===== config.mk =====
export PLATFORM = sky130hd
export DESIGN_NAME = owseq_top
export DESIGN_NICKNAME = d
export VERILOG_FILES = /design/src/rtl/owseq_pkg.sv /design/src/rtl/owseq_slot_feed.sv /design/src/rtl/owseq_gather.sv /design/src/rtl/owseq_fsm.sv /design/src/rtl/owseq_top.sv
export SDC_FILE = /design/constraint.sdc
export NUM_CORES = 1
export LEC_CHECK = 0
export ABC_CLOCK_PERIOD_IN_PS = 4600
export BUFFER_PORTS_ARGS = -buffer_cell sky130_fd_sc_hd__buf_2
export CAP_MARGIN = 20
export CORE_UTILIZATION = 35
export DETAILED_ROUTE_END_ITERATION = 6
export MAX_ROUTING_LAYER = met4
export PLACE_DENSITY_LB_ADDON = 0.08
export SYNTH_ARGS = -nofsm -noshare
export SYNTH_HDL_FRONTEND = slang
export SYNTH_HIERARCHICAL = 1
export SYNTH_SLANG_ARGS = --single-unit
export TNS_END_PERCENT = 100

===== constraint.sdc =====
create_clock -name clk -period 4.6 [get_ports clk]
set_input_delay 0 -clock clk [delete_from_list [all_inputs] [get_ports clk]]
set_output_delay 0 -clock clk [all_outputs]
set_load 0.005 [all_outputs]

===== src/rtl/owseq_pkg.sv =====
package owseq_pkg;

    typedef enum logic [1:0] {
        SQ_OFF   = 2'd0,
        SQ_RESET = 2'd1,
        SQ_SEND  = 2'd2,
        SQ_READ  = 2'd3
    } seq_state_e;

    // Number of slots available from 'first' when 'want' are asked for
    // in a buffer of 'limit' slots.
    function automatic int clip_span(input int first, input int want, input int limit);
        if (first >= limit)
            return 0;
        if (want > limit - first)
            return limit - first;
        return want;
    endfunction

endpackage


===== src/rtl/owseq_slot_feed.sv =====
module owseq_slot_feed #(
    parameter int BUF_SLOTS = 128,
    parameter int CMD_MAX   = 4,
    parameter int RD_MAX    = 8,
    parameter int IDX_W     = $clog2(BUF_SLOTS),
    parameter int CNT_W     = IDX_W + 1,
    parameter int CL_W      = $clog2(CMD_MAX + 1),
    parameter int RL_W      = $clog2(RD_MAX + 1)
) (
    input  logic [CMD_MAX*8-1:0] cmd_q,
    input  logic [CL_W-1:0]      cmd_len_q,
    input  logic [RL_W-1:0]      rd_len_q,
    input  logic [IDX_W-1:0]     slot_idx,
    output logic                 slot_bit,
    output logic [CNT_W-1:0]     slot_count
);
    import owseq_pkg::*;

    logic cmd_pick;

    always_comb begin
        cmd_pick = 1'b0;
        for (int i = 0; i < CMD_MAX*8; i++)
            if (slot_idx == IDX_W'(i))
                cmd_pick = cmd_q[i];
    end

    // Command region first, then read slots driven as ones.
    assign slot_bit   = (int'(slot_idx) < 8 * int'(cmd_len_q)) ? cmd_pick : 1'b1;
    assign slot_count = CNT_W'(clip_span(0, 8 * (int'(cmd_len_q) + int'(rd_len_q)), BUF_SLOTS));

endmodule


===== src/rtl/owseq_gather.sv =====
module owseq_gather #(
    parameter int BUF_SLOTS = 128,
    parameter int RD_MAX    = 8,
    parameter int IDX_W     = $clog2(BUF_SLOTS),
    parameter int CNT_W     = IDX_W + 1
) (
    input  logic                clk,
    input  logic                rst,
    input  logic                wipe,
    input  logic                launch,
    input  logic [IDX_W-1:0]    first,
    input  logic [CNT_W-1:0]    span,
    input  logic                cap_bit,
    output logic [IDX_W-1:0]    cap_addr,
    output logic [RD_MAX*8-1:0] rsp,
    output logic                finish
);
    logic             active;
    logic [IDX_W-1:0] pos;
    logic [CNT_W-1:0] got;
    logic [CNT_W-1:0] want;

    always_ff @(posedge clk) begin
        if (rst) begin
            active <= 1'b0;
            pos    <= '0;
            got    <= '0;
            want   <= '0;
            rsp    <= '0;
        end else if (wipe) begin
            active <= 1'b0;
            rsp    <= '0;
        end else if (launch) begin
            active <= 1'b1;
            pos    <= first;
            got    <= '0;
            want   <= span;
        end else if (active) begin
            if (got == want) begin
                active <= 1'b0;
            end else begin
                for (int b = 0; b < RD_MAX*8; b++)
                    if (got == CNT_W'(b))
                        rsp[b] <= cap_bit;
                pos <= pos + 1'b1;
                got <= got + 1'b1;
            end
        end
    end

    assign cap_addr = pos;
    assign finish   = active && (got == want);

endmodule


===== src/rtl/owseq_fsm.sv =====
module owseq_fsm (
    input  logic clk,
    input  logic rst,
    input  logic start,
    input  logic want_reset,
    input  logic clear_ready,
    input  logic eng_done,
    input  logic eng_presence,
    input  logic gather_finish,
    output logic accept,
    output logic launch,
    output logic eng_reset_go,
    output logic eng_xfer_go,
    output logic busy,
    output logic rsp_valid,
    output logic no_device
);
    import owseq_pkg::*;

    seq_state_e state;
    logic       with_rst;
    logic       collecting;
    logic       present_ok;

    assign accept       = (state == SQ_OFF) && start;
    assign present_ok   = !with_rst || eng_presence;
    assign eng_reset_go = (state == SQ_RESET);
    assign eng_xfer_go  = (state == SQ_SEND) && eng_done && present_ok;
    assign launch       = (state == SQ_READ) && !collecting && eng_done;
    assign busy         = (state != SQ_OFF);

    always_ff @(posedge clk) begin
        if (rst) begin
            state      <= SQ_OFF;
            with_rst   <= 1'b0;
            collecting <= 1'b0;
            rsp_valid  <= 1'b0;
            no_device  <= 1'b0;
        end else begin
            case (state)
                SQ_OFF: begin
                    if (start) begin
                        state      <= want_reset ? SQ_RESET : SQ_SEND;
                        with_rst   <= want_reset;
                        collecting <= 1'b0;
                        rsp_valid  <= 1'b0;
                        no_device  <= 1'b0;
                    end else if (clear_ready) begin
                        rsp_valid  <= 1'b0;
                    end
                end
                SQ_RESET: state <= SQ_SEND;
                SQ_SEND: begin
                    if (eng_done) begin
                        if (present_ok) begin
                            state <= SQ_READ;
                        end else begin
                            no_device <= 1'b1;
                            state     <= SQ_OFF;
                        end
                    end
                end
                SQ_READ: begin
                    if (launch)
                        collecting <= 1'b1;
                    if (collecting && gather_finish) begin
                        rsp_valid <= 1'b1;
                        state     <= SQ_OFF;
                    end
                end
                default: state <= SQ_OFF;
            endcase
        end
    end

endmodule


===== src/rtl/owseq_top.sv =====
module owseq_top #(
    parameter int BUF_SLOTS = 128,
    parameter int CMD_MAX   = 4,
    parameter int RD_MAX    = 8
) (
    input  logic                              clk,
    input  logic                              rst,
    input  logic                              start,
    input  logic                              want_reset,
    input  logic [CMD_MAX*8-1:0]              cmd_data,
    input  logic [$clog2(CMD_MAX+1)-1:0]      cmd_len,
    input  logic [$clog2(RD_MAX+1)-1:0]       rd_len,
    input  logic [$clog2(BUF_SLOTS)-1:0]      rd_offset,
    input  logic                              clear_ready,
    input  logic                              eng_done,
    input  logic                              eng_presence,
    input  logic [$clog2(BUF_SLOTS)-1:0]      eng_slot_idx,
    input  logic                              cap_bit,
    output logic                              eng_reset_go,
    output logic                              eng_xfer_go,
    output logic [$clog2(BUF_SLOTS):0]        eng_slot_count,
    output logic                              eng_slot_bit,
    output logic [$clog2(BUF_SLOTS)-1:0]      cap_addr,
    output logic [RD_MAX*8-1:0]               rsp_data,
    output logic                              rsp_valid,
    output logic                              no_device,
    output logic                              busy
);
    import owseq_pkg::*;

    localparam int IDX_W = $clog2(BUF_SLOTS);
    localparam int CNT_W = IDX_W + 1;
    localparam int CL_W  = $clog2(CMD_MAX + 1);
    localparam int RL_W  = $clog2(RD_MAX + 1);
    localparam int CMD_W = CMD_MAX * 8;

    logic             accept;
    logic             launch;
    logic             finish;
    logic [CMD_W-1:0] cmd_q;
    logic [CL_W-1:0]  cmd_len_q;
    logic [RL_W-1:0]  rd_len_q;
    logic [IDX_W-1:0] offset_q;
    logic [CNT_W-1:0] span;

    always_ff @(posedge clk) begin
        if (rst) begin
            cmd_q     <= '0;
            cmd_len_q <= '0;
            rd_len_q  <= '0;
            offset_q  <= '0;
        end else if (accept) begin
            cmd_q     <= cmd_data;
            cmd_len_q <= (int'(cmd_len) > CMD_MAX) ? CL_W'(CMD_MAX) : cmd_len;
            rd_len_q  <= (int'(rd_len)  > RD_MAX)  ? RL_W'(RD_MAX)  : rd_len;
            offset_q  <= rd_offset;
        end
    end

    assign span = CNT_W'(clip_span(int'(offset_q), 8 * int'(rd_len_q), BUF_SLOTS));

    owseq_fsm u_fsm (
        .clk          (clk),
        .rst          (rst),
        .start        (start),
        .want_reset   (want_reset),
        .clear_ready  (clear_ready),
        .eng_done     (eng_done),
        .eng_presence (eng_presence),
        .gather_finish(finish),
        .accept       (accept),
        .launch       (launch),
        .eng_reset_go (eng_reset_go),
        .eng_xfer_go  (eng_xfer_go),
        .busy         (busy),
        .rsp_valid    (rsp_valid),
        .no_device    (no_device)
    );

    owseq_slot_feed #(
        .BUF_SLOTS(BUF_SLOTS), .CMD_MAX(CMD_MAX), .RD_MAX(RD_MAX)
    ) u_feed (
        .cmd_q     (cmd_q),
        .cmd_len_q (cmd_len_q),
        .rd_len_q  (rd_len_q),
        .slot_idx  (eng_slot_idx),
        .slot_bit  (eng_slot_bit),
        .slot_count(eng_slot_count)
    );

    owseq_gather #(
        .BUF_SLOTS(BUF_SLOTS), .RD_MAX(RD_MAX)
    ) u_gather (
        .clk     (clk),
        .rst     (rst),
        .wipe    (accept),
        .launch  (launch),
        .first   (offset_q),
        .span    (span),
        .cap_bit (cap_bit),
        .cap_addr(cap_addr),
        .rsp     (rsp_data),
        .finish  (finish)
    );

endmodule


==> results.md, run 1 <==
- Status: completed
- Slowest stage cell, crit path: nor2b_1
- CP bufs+invs: 0
- Post-Synthesis Cells: about 840
- Clk buf depth: 2
- Startpoint types: flip-flop
- Leading cell type in the layout, fill and taps excluded: buf_2
- CTS Buf Count: 17
- Port Buffers: around 140
- Slowest stage delay, CP: slightly above 0.8 ns
- Clk sinks: 140
- Hold buffer count at CTS: 57
- WP data arrival: approximately 3.3 ns
- Post_cts resized: 0
- Slew Limit Fails: 0
- Diode count: 0
- Via density: slightly above 5
- Worst setup margin: 1.621 ns
- H-tree depth: 4
- Worst IR Drop VDD: 0.0002549 V
- Routability cong.: a little under 0.8
- DP Worst Slack: between 1.5 and 2 ns
- CP Capture Type: flip-flop
- DR iter-0 viols: between 400 and 500
- Die X-Extent: roughly 140 µm
- Die height: ~140 µm
- IO Pins: about 150
- Post-CTS Setup Inserts: 0
- CP cell instances: ha_1, nand2_1, nor2_1, nor2b_1, nand4_1, or2_2, nor3b_1, mux2i_1
- Commonest non-fill, non-tap cells in the layout: 142 x buf_2, 140 x dfxtp_1, 78 x nor2_1, 75 x nand2_1, 72 x a21oi_1
- CP Data Required Time: around 4.9 ns
- Min Tclk post-route: roughly 3 ns
- Die area: 0.02097 mm²
- ANT nets after route: 0
- Top delay family on crit path: simple AND/OR/NAND/NOR gates
- EDFF count, synth: 0
- Number of global-route vias before repair: approximately 6.3k
- RSZ-0062 raised after global routing: false
- Least-Margin Pin Slew: 1.110 ns
- Pwr/cell area: 392.2 mW/mm²
- Routed vias: around 6.6k
- Fmax: ~340 MHz
- Initial antenna violation count: 0
- Main flop type after synthesis: dfxtp_1
- Layout cells sized above 1: 20.43%
- NumNets Final: around 1.1k
- GR Overflow Total: 0
- GRT Resource Usage Total: between 20% and 30%
- Largest net degree at the start of global routing: 66
- Count of different cell masters after synthesis: 71
- # rows: 51
- CTS root buf: clkbuf_16
- First-pass GRT wire length: approximately 34,000 µm
- Min-Delay Path Class: input pin to flip-flop
- Post-route DRC: 0
- CTS tree: yes
- Core Region: around 0.020 mm²
- Worst Hold Margin: around 0.044 ns
- Mapped cell area: 0.007137 mm²
- Max Clock Skew: approximately 0.014 ns
- Async SR Flop Fraction: 0%
- Avg Inst Size Synth: 8.486 µm²
- P_leak: 3.658 nW
- First-pass DRT Iterations: 5
- Hold Violations, Final: 0
- Setup violators final: 0
- Initial Utilization: a little over a third
- Dpl hpwl: 14,070 µm
- CTS clk-pin slew, worst paths: around 0.07 ns
- Routed len/inst: approximately 16 µm
- MaxCap Viol Count: 0
- Relative slew slack: between 20% and 30%
- Seq/Total Area, Yosys: between 30% and 40%
- Synthesized flop and latch total: 140
- CP Max Fanout: 12
- Final TNS setup: 0 ns
- Worst skew pair latency: approximately 0.43 ns
- Kind of critical path: flip-flop to flip-flop
- YS warnings: 6
- Drt total wl: between 20,000 and 25,000 µm
- Crit share post-route: between 60 and 70%
- Area grow syn2layout: 26.84%
-- where the power goes --
| group | total (mW) | switching (mW) | internal [mW] | leakage [nW] |
|---|---|---|---|---|
| logic | 0.823 | 0.456 | 0.367 | 2.24 |
| registers | 1.37 | 0.0705 | 1.30 | 1.13 |
| clock network | 1.36 | 0.597 | 0.762 | 0.278 |
-- through the flow --
| stage | cells | util [%] | area [µm²] | total power [mW] |
|---|---|---|---|---|
| 2_1_floorplan | 843 | - | 7144 | 1.989 |
| 3_3_place_gp | 1194 | 40.10 | 7908 | 2.179 |
| 3_5_place_dp | 1194 | 40.10 | 7908 | 2.176 |
| 4_1_cts | 1283 | 45.91 | 9052 | 3.589 |
| 5_1_grt | 1283 | 45.91 | 9052 | 3.757 |
| 6_report | 1283 | 45.91 | 9052 | 3.551 |
-- routing by layer --
layer	GRT usage [%]	wire [µm]	vias to the layer above
met1	27.65	9985	3117
met3	5.265	1020	10
li1	-	-	3316
met5	-	0	-
met2	33.81	9753	141
met4	4.211	120	0
-- state kept, by name, indices dropped and copies added, names as in the netlist --
signal             cells
u_fsm/rsp_valid        1
cmd_q                 32
u_fsm/state            2
u_fsm/with_rst         1
offset_q               7
cmd_len_q              3
u_fsm/no_device        1
u_gather/got           8
u_gather/rsp          64
u_gather/cap_addr      7
rd_len_q               4
u_gather/want          8
u_gather/active        1
u_fsm/collecting       1
-- cells by family (layout without fill, tap and decap cells) --
kind of cell             Yosys count  count (layout)  share of synthesized area, %
AO/OA/AOI/OAI                    199             199                         17.53
buffers and inverters             86             261                         5.891
AND/OR/NAND/NOR                  310             310                         21.60
adder cells (fa/ha/maj)           21              21                         3.787
XOR/XNOR                          15              15                         1.841
other                              2               4                        0.1052
multiplexers                      68              68                         9.975
flip-flops                       140             140                         39.27
-- Yosys cell counts, drive strengths merged (8+ instances only) --
master	n	area [µm²]
o31ai	10	75.07
inv	24	90.09
a21oi	73	369.1
nand2b	11	68.82
nand4	20	125.1
buf	34	215.2
ha	20	250.2
nor2b	9	63.81
and3	8	55.05
mux2i	64	640.6
nor3	9	45.04
nand3	57	285.3
xnor2	12	105.1
o211ai	13	111.4
clkbuf	28	115.1
nor2	78	292.8
dfxtp	140	2803
o21ai	60	300.3
nand2	75	281.5
-- area by class of cell --
type	count	area, µm²
fill	1992	10670
inverter	24	90.09
clock inverter	15	148.9
tap	265	331.6
timing repair buffer	205	1326
sequential	140	2803
clock buffer	17	425.4
multi-input combinational	617	3928
-- tightest hold or removal path: cells and delay by family --
family                 cells  cell delay (ns)
buffers and inverters      1             0.14
and+or+nand+nor            3             0.27
-- path summary, 6_finish.rpt --
check             slack [ns]  cells past startpoint          endpoint             start
hold reg to reg         0.46                      2  u_gather/rsp[53]  u_gather/rsp[53]
hold / removal          0.04                      4  u_fsm/collecting             start
setup / recovery        1.62                      8  u_gather/rsp[62]    u_fsm/state[0]
setup reg to reg        1.62                      8  u_gather/rsp[62]    u_fsm/state[0]
Note: power is estimated with default switching activity, not from simulation.
==> run 2: changes to the inputs <==
ABC_CLOCK_PERIOD_IN_PS = 2900   (was 4600)
clock period = 2.9 ns   (was 4.6 ns; I/O delays follow)
==> run 2 against run 1 <==
Via count shrank 0.33%. Critical endpoint is now rd_len_q[1]. Highest routed layer unchanged. Hold slack lost 0.025 ns. Largest power group unchanged. Critical path depth grew 1.
==> results.md, run 2 (synthesis results as in run 1) <==
- Status: completed
- Initial Utilization: 36.20% (unchanged)
- Max Clock Skew: 0.01049 ns (-0.003291 ns)
- Routed len/inst: 15.87 µm (-2.5%)
- Relative slew slack: 40.02% (+14 points)
- Setup violators final: 0 (unchanged)
- Non-Filler Instances: 1,293 (+0.78%)
- Min Tclk post-route: 2.611 ns (-0.3686 ns)
- Largest net degree at the start of global routing: 51 (-23%)
- Commonest non-fill, non-tap cells in the layout: 142 x buf_2, 140 x dfxtp_1, 78 x nor2_1, 75 x nand2_1, 72 x a21oi_1
- CTS root buf: clkbuf_16
- Crit share post-route: 90.03% (+25 points)
- Port Buffers: 142 (unchanged)
- Fmax: 383.0 MHz (+14%)
- Min-Delay Path Class: input pin to flip-flop
- Dpl cells: 1,207 (+1.1%)
- Largest regs: u_gather/rsp: 64 flops, cmd_q: 32 flops
- Initial antenna violation count: 0 (unchanged)
- Area grow syn2layout: 27.79%
- Worst skew pair latency: 0.43 ns (about the same)
- CP Capture Point: rd_len_q[1]
- Hold Violations, Final: 0 (unchanged)
- # rows: 51 (unchanged)
- Share of the core filled with cells: 46.25% (+0.34 points)
- R2R depth: 9 (+1)
- CTS Buf Count: 17 (unchanged)
- WP data arrival: 2.97 ns (-0.35 ns)
- Routability cong.: 0.8099 (+4.5%)
- Most flops, register: u_gather/rsp
- FF-to-FF setup slack: 0.29 ns (-1.33 ns)
- Post-CTS Setup Inserts: 0 (unchanged)
- Pwr/cell area: 617.6 mW/mm² (+57%)
- Layout fillers: 1,958 (-1.7%)
- MaxCap Viol Count: 0 (unchanged)
- ANT nets after route: 0 (unchanged)
- Final TNS setup: 0 ns (unchanged)
- Layout cells sized above 1: 21.40% (+0.97 points)
- First-pass DRT Iterations: 5 (unchanged)
- DR iter-0 viols: 370 (-12%)
- P_leak: 3.712 nW (+1.5%)
- HP Start: start
- Number of global-route vias before repair: 6,357 (+0.46%)
- CP Capture Type: flip-flop
- Drt total wl: 20,520 µm (-1.7%)
- CTS tree: yes
- CTS clk-pin slew, worst paths: 0.06 ns (about the same)
- Reg2reg end: rd_len_q[1]
- Kind of critical path: flip-flop to flip-flop
- Startpoint types: flip-flop
- Die X-Extent: 144.8 µm (unchanged)
- CP Data Required Time: 3.26 ns (-1.68 ns)
- Slew Limit Fails: 0 (unchanged)
- NumNets Final: 1,097 (+0.92%)
- Routed vias: 6,562 (-0.33%)
- Die height: 144.8 µm (unchanged)
- Worst IR Drop VDD: 0.0004383 V (+72%)
- First-pass GRT wire length: 32,940 µm (-1.7%)
- Dpl hpwl: 14,120 µm (+0.38%)
- Tot Pwr: 5.632 mW (+59%)
- Clk buf depth: 2 (unchanged)
- CP Max Fanout: 50 (+38)
- Via density: 5.075 (-1.1%)
- Leading cell type in the layout, fill and taps excluded: buf_2
- GR Overflow Total: 0 (unchanged)
- Diode count: 0 (unchanged)
- Core Region: 0.01972 mm² (unchanged)
- Clk sinks: 140 (unchanged)
- GRT Resource Usage Total: 20.92% (-0.45 points)
- Startpoint of the worst-slack reg-to-reg timing path: u_fsm/state[0]
- Number of flip-flops in the largest register: 64 (unchanged)
- Die area: 0.02097 mm² (unchanged)
- Least-Margin Pin Slew: 0.8997 ns (-0.2107 ns)
- H-tree depth: 4 (unchanged)
- CP startpoint: u_fsm/state[0]
- Post-route DRC: 0 (unchanged)
- Worst Hold Margin: 0.01923 ns (-0.02471 ns)
- WHS Path Cells: 4 (unchanged)
- IO Pins: 146 (unchanged)
- RSZ-0062 raised after global routing: false
==> run 2: through the flow <==
stage                     instance area (µm²)  worst slack (ns)
after global routing                     9120           0.04554
final                                    9120            0.2893
after CTS                                9116           0.09649
after global placement                   7999            0.4053
after floorplan                          7144            0.5696
after detailed placement                 7999            0.3642
==> run 2: worst max-delay path, stage by stage, from the launching register on <==
cell and delay, ns:
dfxtp_1 0.34, inv_1 0.09, ha_1 0.30, nand2_1 0.21, inv_2 0.17, buf_6 0.46, nor2b_1 0.24, a2bb2oi_1 0.07
dlygate4sd3_1 0.55, nor2_1 0.09
==> run 2: worst min-delay path by stage <==
stage / to / slack, ns
5_1_grt: u_fsm/no_device / 0.05
3_5_place_dp: cmd_q[14] / 0.24
4_1_cts: u_fsm/collecting / 0.003
6_report: u_fsm/collecting / 0.02
2_1_floorplan: u_fsm/no_device / 0.06
3_3_place_gp: cmd_q[10] / 0.23
==> run 2: metal layers <==
layer	share of wire, %	track usage, %
met3	4.2	4.771
met5	0	-
met2	48	33.25
met4	0.94	4.875
met1	47	26.88
==> run 2: cell type report <==
| class | instances | area [µm²] | share of cell area (%) |
|---|---|---|---|
| Clock buffer | 17 | 425.4 | 4.665 |
| Sequential cell | 140 | 2803 | 30.73 |
| Inverter | 24 | 90.09 | 0.9878 |
| Timing Repair Buffer | 215 | 1398 | 15.32 |
| Multi-Input combinational cell | 617 | 3921 | 43.00 |
| Clock inverter | 15 | 151.4 | 1.660 |
| Tap cell | 265 | 331.6 | 3.636 |
==> run 2: what timing repair did <==
action,in CTS,in global routing
endpoints found under the setup margin,0,2
gates resized for setup,0,1
endpoints found under the hold margin,52,0
hold buffers,54,0
==> run 2: power breakdown <==
part           switching [mW]  total (mW)  internal [mW]
clock network           0.944        2.15           1.21
registers               0.112        2.17           2.06
logic                   0.720        1.31          0.588
